$ cat config.mk
export PLATFORM = sky130hd
export DESIGN_NAME = dma_bus_handshake
export DESIGN_NICKNAME = d
export VERILOG_FILES = /design/src/rtl/dbh_pkg.sv /design/src/rtl/dbh_grant_timer.sv /design/src/rtl/dbh_fail_latch.sv /design/src/rtl/dbh_beat_seq.sv /design/src/rtl/dma_bus_handshake.sv
export SDC_FILE = /design/constraint.sdc
export NUM_CORES = 1
export LEC_CHECK = 0
export ABC_AREA = 1
export CAP_MARGIN = 20
export CORE_AREA = 2 2 74 76
export DETAILED_ROUTE_END_ITERATION = 10
export DIE_AREA = 0 0 76 78
export GPL_TIMING_DRIVEN = 0
export PLACE_DENSITY_LB_ADDON = 0.12
export SYNTH_ARGS = -nofsm -noshare
export SYNTH_HDL_FRONTEND = slang
export SYNTH_SLANG_ARGS = --single-unit
$ cat constraint.sdc
create_clock -name clk -period 2.7 [get_ports clk]
set_input_delay 0.54 -clock clk [delete_from_list [all_inputs] [get_ports clk]]
set_output_delay 0.54 -clock clk [all_outputs]
set_load 0.005 [all_outputs]
$ cat src/rtl/dbh_pkg.sv
package dbh_pkg;
    typedef enum logic [2:0] {
        ST_IDLE,
        ST_REQ,
        ST_SETUP,
        ST_STROBE,
        ST_HOLD
    } dbh_state_e;
endpackage

$ cat src/rtl/dbh_grant_timer.sv
module dbh_grant_timer #(
    parameter int TIMEOUT = 64
) (
    input  logic clk,
    input  logic rst_n,
    input  logic clear,
    input  logic run,
    output logic expired
);
    localparam int TW = $clog2(TIMEOUT) + 1;
    localparam logic [TW-1:0] LAST = TW'(TIMEOUT - 1);

    logic [TW-1:0] cnt;

    always_ff @(posedge clk or negedge rst_n) begin
        if (!rst_n) begin
            cnt <= '0;
        end else if (clear) begin
            cnt <= '0;
        end else if (run) begin
            cnt <= cnt + 1'b1;
        end
    end

    assign expired = run && (cnt == LAST);

    p_timer_bound_r3: assert property (@(posedge clk) disable iff (!rst_n)
        run |-> (cnt < TW'(TIMEOUT)));
endmodule

$ cat src/rtl/dbh_fail_latch.sv
module dbh_fail_latch (
    input  logic clk,
    input  logic rst_n,
    input  logic set,
    input  logic clr,
    output logic flag_n
);
    always_ff @(posedge clk or negedge rst_n) begin
        if (!rst_n) begin
            flag_n <= 1'b1;
        end else if (clr) begin
            flag_n <= 1'b1;
        end else if (set) begin
            flag_n <= 1'b0;
        end
    end

    p_fail_sticky_r4: assert property (@(posedge clk) disable iff (!rst_n)
        (!flag_n && !clr) |=> !flag_n);
endmodule

$ cat src/rtl/dbh_beat_seq.sv
module dbh_beat_seq #(
    parameter int LEN_W = 8
) (
    input  logic             clk,
    input  logic             rst_n,
    input  logic             load,
    input  logic [LEN_W-1:0] len,
    input  logic             mode8,
    input  logic             advance,
    output logic [LEN_W-1:0] word_idx,
    output logic             byte_hi,
    output logic             last
);
    localparam int BW = LEN_W + 1;

    logic [BW-1:0] beat;
    logic [BW-1:0] last_beat;
    logic          mode8_q;

    always_ff @(posedge clk or negedge rst_n) begin
        if (!rst_n) begin
            beat      <= '0;
            last_beat <= '0;
            mode8_q   <= 1'b0;
        end else if (load) begin
            beat      <= '0;
            mode8_q   <= mode8;
            last_beat <= mode8 ? (({1'b0, len} << 1) - 1'b1)
                               : ({1'b0, len} - 1'b1);
        end else if (advance) begin
            beat <= beat + 1'b1;
        end
    end

    assign last     = (beat == last_beat);
    assign byte_hi  = mode8_q & beat[0];
    assign word_idx = mode8_q ? beat[BW-1:1] : beat[LEN_W-1:0];

    p_beat_in_range_r8: assert property (@(posedge clk) disable iff (!rst_n)
        advance |-> (beat < last_beat));
endmodule

$ cat src/rtl/dma_bus_handshake.sv
module dma_bus_handshake
    import dbh_pkg::*;
#(
    parameter int TIMEOUT = 64,
    parameter int LEN_W   = 8
) (
    input  logic             clk,
    input  logic             rst_n,
    input  logic             xfer_start,
    input  logic             xfer_read,
    input  logic [LEN_W-1:0] xfer_len,
    input  logic             bus_8bit,
    input  logic             addr_float,
    input  logic             grant_n,
    output logic             req_n,
    output logic             ack_n,
    output logic             hsfail_n,
    output logic             cs_n,
    output logic             rd_wr,
    output logic             drv_en,
    output logic [LEN_W-1:0] word_idx,
    output logic             byte_hi,
    output logic             xfer_end
);
    dbh_state_e state, state_nx;
    logic       rd_q;
    logic       expired;
    logic       last_beat;
    logic       timeout_hit;
    logic       in_xfer;

    // State register and captured direction
    always_ff @(posedge clk or negedge rst_n) begin
        if (!rst_n) begin
            state <= ST_IDLE;
            rd_q  <= 1'b0;
        end else begin
            state <= state_nx;
            if (state == ST_IDLE && xfer_start) begin
                rd_q <= xfer_read;
            end
        end
    end

    // Next-state logic
    always_comb begin
        state_nx = state;
        unique case (state)
            ST_IDLE:   if (xfer_start) state_nx = ST_REQ;
            ST_REQ: begin
                if (!grant_n)     state_nx = ST_SETUP;
                else if (expired) state_nx = ST_IDLE;
            end
            ST_SETUP:  state_nx = ST_STROBE;
            ST_STROBE: state_nx = ST_HOLD;
            ST_HOLD:   state_nx = last_beat ? ST_IDLE : ST_SETUP;
            default:   state_nx = ST_IDLE;
        endcase
    end

    assign timeout_hit = (state == ST_REQ) && grant_n && expired;

    // Output decode
    always_comb begin
        in_xfer  = (state == ST_SETUP) || (state == ST_STROBE) || (state == ST_HOLD);
        req_n    = (state == ST_IDLE);
        ack_n    = !in_xfer;
        cs_n     = (state != ST_STROBE);
        rd_wr    = in_xfer && rd_q;
        drv_en   = !addr_float || in_xfer;
        xfer_end = ((state == ST_HOLD) && last_beat) || timeout_hit;
    end

    dbh_grant_timer #(.TIMEOUT(TIMEOUT)) u_timer (
        .clk     (clk),
        .rst_n   (rst_n),
        .clear   (state == ST_IDLE),
        .run     (state == ST_REQ),
        .expired (expired)
    );

    dbh_fail_latch u_fail (
        .clk    (clk),
        .rst_n  (rst_n),
        .set    (timeout_hit),
        .clr    (!grant_n),
        .flag_n (hsfail_n)
    );

    dbh_beat_seq #(.LEN_W(LEN_W)) u_beats (
        .clk      (clk),
        .rst_n    (rst_n),
        .load     ((state == ST_IDLE) && xfer_start),
        .len      (xfer_len),
        .mode8    (bus_8bit),
        .advance  ((state == ST_HOLD) && !last_beat),
        .word_idx (word_idx),
        .byte_hi  (byte_hi),
        .last     (last_beat)
    );

    p_ack_within_req_r2: assert property (@(posedge clk) disable iff (!rst_n)
        !ack_n |-> !req_n);
    p_cs_in_ack_r5: assert property (@(posedge clk) disable iff (!rst_n)
        !cs_n |-> !ack_n);
    p_cs_one_clock_r5: assert property (@(posedge clk) disable iff (!rst_n)
        !cs_n |=> cs_n);
    p_rw_rests_write_r6: assert property (@(posedge clk) disable iff (!rst_n)
        ack_n |-> !rd_wr);
    p_end_single_r12: assert property (@(posedge clk) disable iff (!rst_n)
        xfer_end |=> !xfer_end);
endmodule

==> impl_metrics.env <==
export IMPL_routed_wl_mm=4.49
export IMPL_drv_slew=0
export IMPL_dieArea_mm2=0.00593
export IMPL_wl_per_cell_um=12.1
export IMPL_row_count=26
export IMPL_syn_area_mm2=0.00197
export IMPL_crit_family="buffers and inverters"
export IMPL_cts_resized=0
export IMPL_cts_path_max_buffers=2
export IMPL_cp_cell_sequence="inv_1, o21ai_0, clkdlybuf4s50_1"
export IMPL_num_vias=1733
export IMPL_status="complete, no violations"
export IMPL_via_per_inst=4.66
export IMPL_worst_path_max_fanout=5
export IMPL_initial_utilization_pct=39.2
export IMPL_route_detailed_drc=0
export IMPL_ioPinCount=31
export IMPL_synth_area_leaders="dfrtp_1, nand2_1, inv_1"
export IMPL_synth_top_cell_area_share_pct=38.0
export IMPL_start_kind="register"
export IMPL_seqPwrFrac_pct=36.0
export IMPL_synth_top_flop_cell="dfrtp_1"
export IMPL_pwr_share_clk_pct=24.2
export IMPL_insertion_delay_ns=0.29
export IMPL_cpPeakStageDelay_ns=0.59
export IMPL_dieHeight_um=78
export IMPL_dp_slack_ns=0.331
export IMPL_vdd_drop_max_v=0.000239
export IMPL_swShare_pct=37.4
export IMPL_finalCritPeriodShare_pct=88.3
export IMPL_worst_pin_slew_ns=0.687
export IMPL_path_clk_slew_ns=0.07
export IMPL_fin_setup_tns_ns=0
export IMPL_required_ns=2.16
export IMPL_synth_seq_area_share_pct=39.4
export IMPL_cts_root_buf="clkbuf_8"
export IMPL_worstSetupEndpointType="primary output"
export IMPL_track_usage_pct=16.4
export IMPL_ys_seq_elements=31
export IMPL_p_switching_uw=735
export IMPL_hold_class="in -> async"
export IMPL_globalplace_congestion=0.792
export IMPL_grt_pass1_wl_mm=7.74
export IMPL_synth_edff_count=0
export IMPL_placed_area_mm2=0.00236
export IMPL_drt_iter0_drc=102
export IMPL_clock_sinks=31
export IMPL_firstDrtPassIters=4
export IMPL_htree_levels=2
export IMPL_finClkSkew_ns=0.00678
export IMPL_grt_pass1_vias=1583
export IMPL_final_util_pct=49.2
export IMPL_setup_viol=0
export IMPL_coreArea_mm2=0.00504
export IMPL_synth_warnings=0
export IMPL_combPwrFrac_pct=39.8
export IMPL_hpwl_mm=3.37
export IMPL_crit_slowest_cell="clkdlybuf4s50_1"
export IMPL_cts_setup_buffers=0
export IMPL_rsz0062_at_grt="false"
export IMPL_fillers=491
export IMPL_fin_area_mm2=0.00248
export IMPL_cts_made_buffers=5
export IMPL_area_growth_pct=25.6
export IMPL_p_leak_nw=1.24
export IMPL_n_antenna_cell=0
export IMPL_maxCapViolations=0
export IMPL_antenna_found_initial=0
export IMPL_cellPowerDensity_mw_per_mm2=793
export IMPL_most_common_layout_cells="nand2_1, inv_1, clkdlybuf4s50_1, dfrtp_1, nand3_1"
export IMPL_synth_cells=264
export IMPL_postSynthAreaPerCell_um2=7.48
export IMPL_ys_async_sr_fraction_pct=100
export IMPL_grt_overflow=0
export IMPL_min_period_ns=2.39
export IMPL_ant_nets=0
export IMPL_yosys_area_top_type="dfrtp_1"
export IMPL_drive_gt1_share_pct=11.3
export IMPL_p_int_mw=1.23
export IMPL_path_buf_inv=2
export IMPL_critPathArrivalTime_ns=1.85
export IMPL_final_hold_violation_count=0
export IMPL_cts_hold_buf=0
export IMPL_fmax_ghz=0.419
export IMPL_grt_max_degree=32
export IMPL_final_nets=319
export IMPL_cts_tree="yes"
export IMPL_layout_commonest_cell="nand2_1"
export IMPL_port_buffers=30
export IMPL_max_slew_margin_pct=54.2
export IMPL_fin_ws_ns=0.315
export IMPL_syn_num_nets=282
export IMPL_synth_cell_types=35
export IMPL_critPathKind="reg -> out"
export IMPL_die_w_um=76
registers in the layout, indices dropped and copies added (netlist names):
name	flops
u_beats.beat	9
u_beats.last_beat	9
u_timer.cnt	7
state	3
rd_q	1
u_beats.mode8_q	1
u_fail.flag_n	1
path summary, 6_finish.rpt:
path | from | end | slack (ns) | depth (start not counted)
min in group clk | u_fail.flag_n | u_fail.flag_n | 0.47 | 2
max in group asynchronous | rst_n | u_beats.beat[3] | 1.92 | 1
max | state[2] | ack_n | 0.31 | 3
min | rst_n | u_beats.last_beat[0] | 0.29 | 1
max reg2reg | state[2] | u_beats.last_beat[7] | 1.20 | 7
min reg2reg | u_fail.flag_n | u_fail.flag_n | 0.47 | 2
per-stage QoR:
step                      std cells  power, mW  hold WS, ns
after floorplan                 264       1.23        0.244
after global placement          364       1.49        0.456
after detailed placement        364       1.50        0.460
after CTS                       372       1.99        0.330
after global routing            372       2.12        0.359
final                           372       1.97        0.295
power by group through the flow:
| stage | clock network [mW] | logic (mW) | registers, mW |
|---|---|---|---|
| 6_report | 0.477 | 0.782 | 0.708 |
| 5_1_grt | 0.511 | 0.877 | 0.730 |
| 3_5_place_dp | 0 | 0.790 | 0.714 |
| 3_3_place_gp | 0 | 0.783 | 0.712 |
| 4_1_cts | 0.488 | 0.791 | 0.706 |
| 2_1_floorplan | 0 | 0.541 | 0.685 |
logic make-up (layout without fill, tap and decap cells):
group	Yosys count	count (layout)	share of synthesized area, %
buffers and inverters	49	87	10.1
and+or+nand+nor	133	133	31.4
xor gates and xnor gates	16	16	7.10
adders and majority gates	3	3	1.90
AOI/OAI and AO/OA	32	32	10.1
DFF	31	31	39.4
layout make-up:
class / count / area [um2] / area share (%)
clock inverters: 2 / 35.0 / 1.41
plain buffers: 7 / 42.5 / 1.72
well taps: 70 / 87.6 / 3.53
inverters: 42 / 158 / 6.36
clock buffers: 6 / 82.6 / 3.33
flip-flops and latches: 31 / 779 / 31.4
repair buffers: 30 / 298 / 12.0
multi-input cells: 184 / 997 / 40.2
routing by layer:
| metal | routed length, um | vias up | GRT usage (%) |
|---|---|---|---|
| li1 | - | 921 | - |
| met1 | 2300 | 783 | 23.5 |
| met5 | 0 | - | 0 |
| met2 | 2020 | 23 | 24.9 |
| met4 | 62 | 0 | 4.91 |
| met3 | 103 | 6 | 3.49 |
Yosys cell counts (all sizes together), types with 3 or more instances:
cell type	number
nand3	23
ha	3
dfrtp	30
nand4	12
nand2	77
xor2	8
nor2	19
o221ai	3
inv	41
xnor2	8
buf	6
o21ai	18
a21oi	3
No activity file was read; power rests on OpenSTA's default activity.
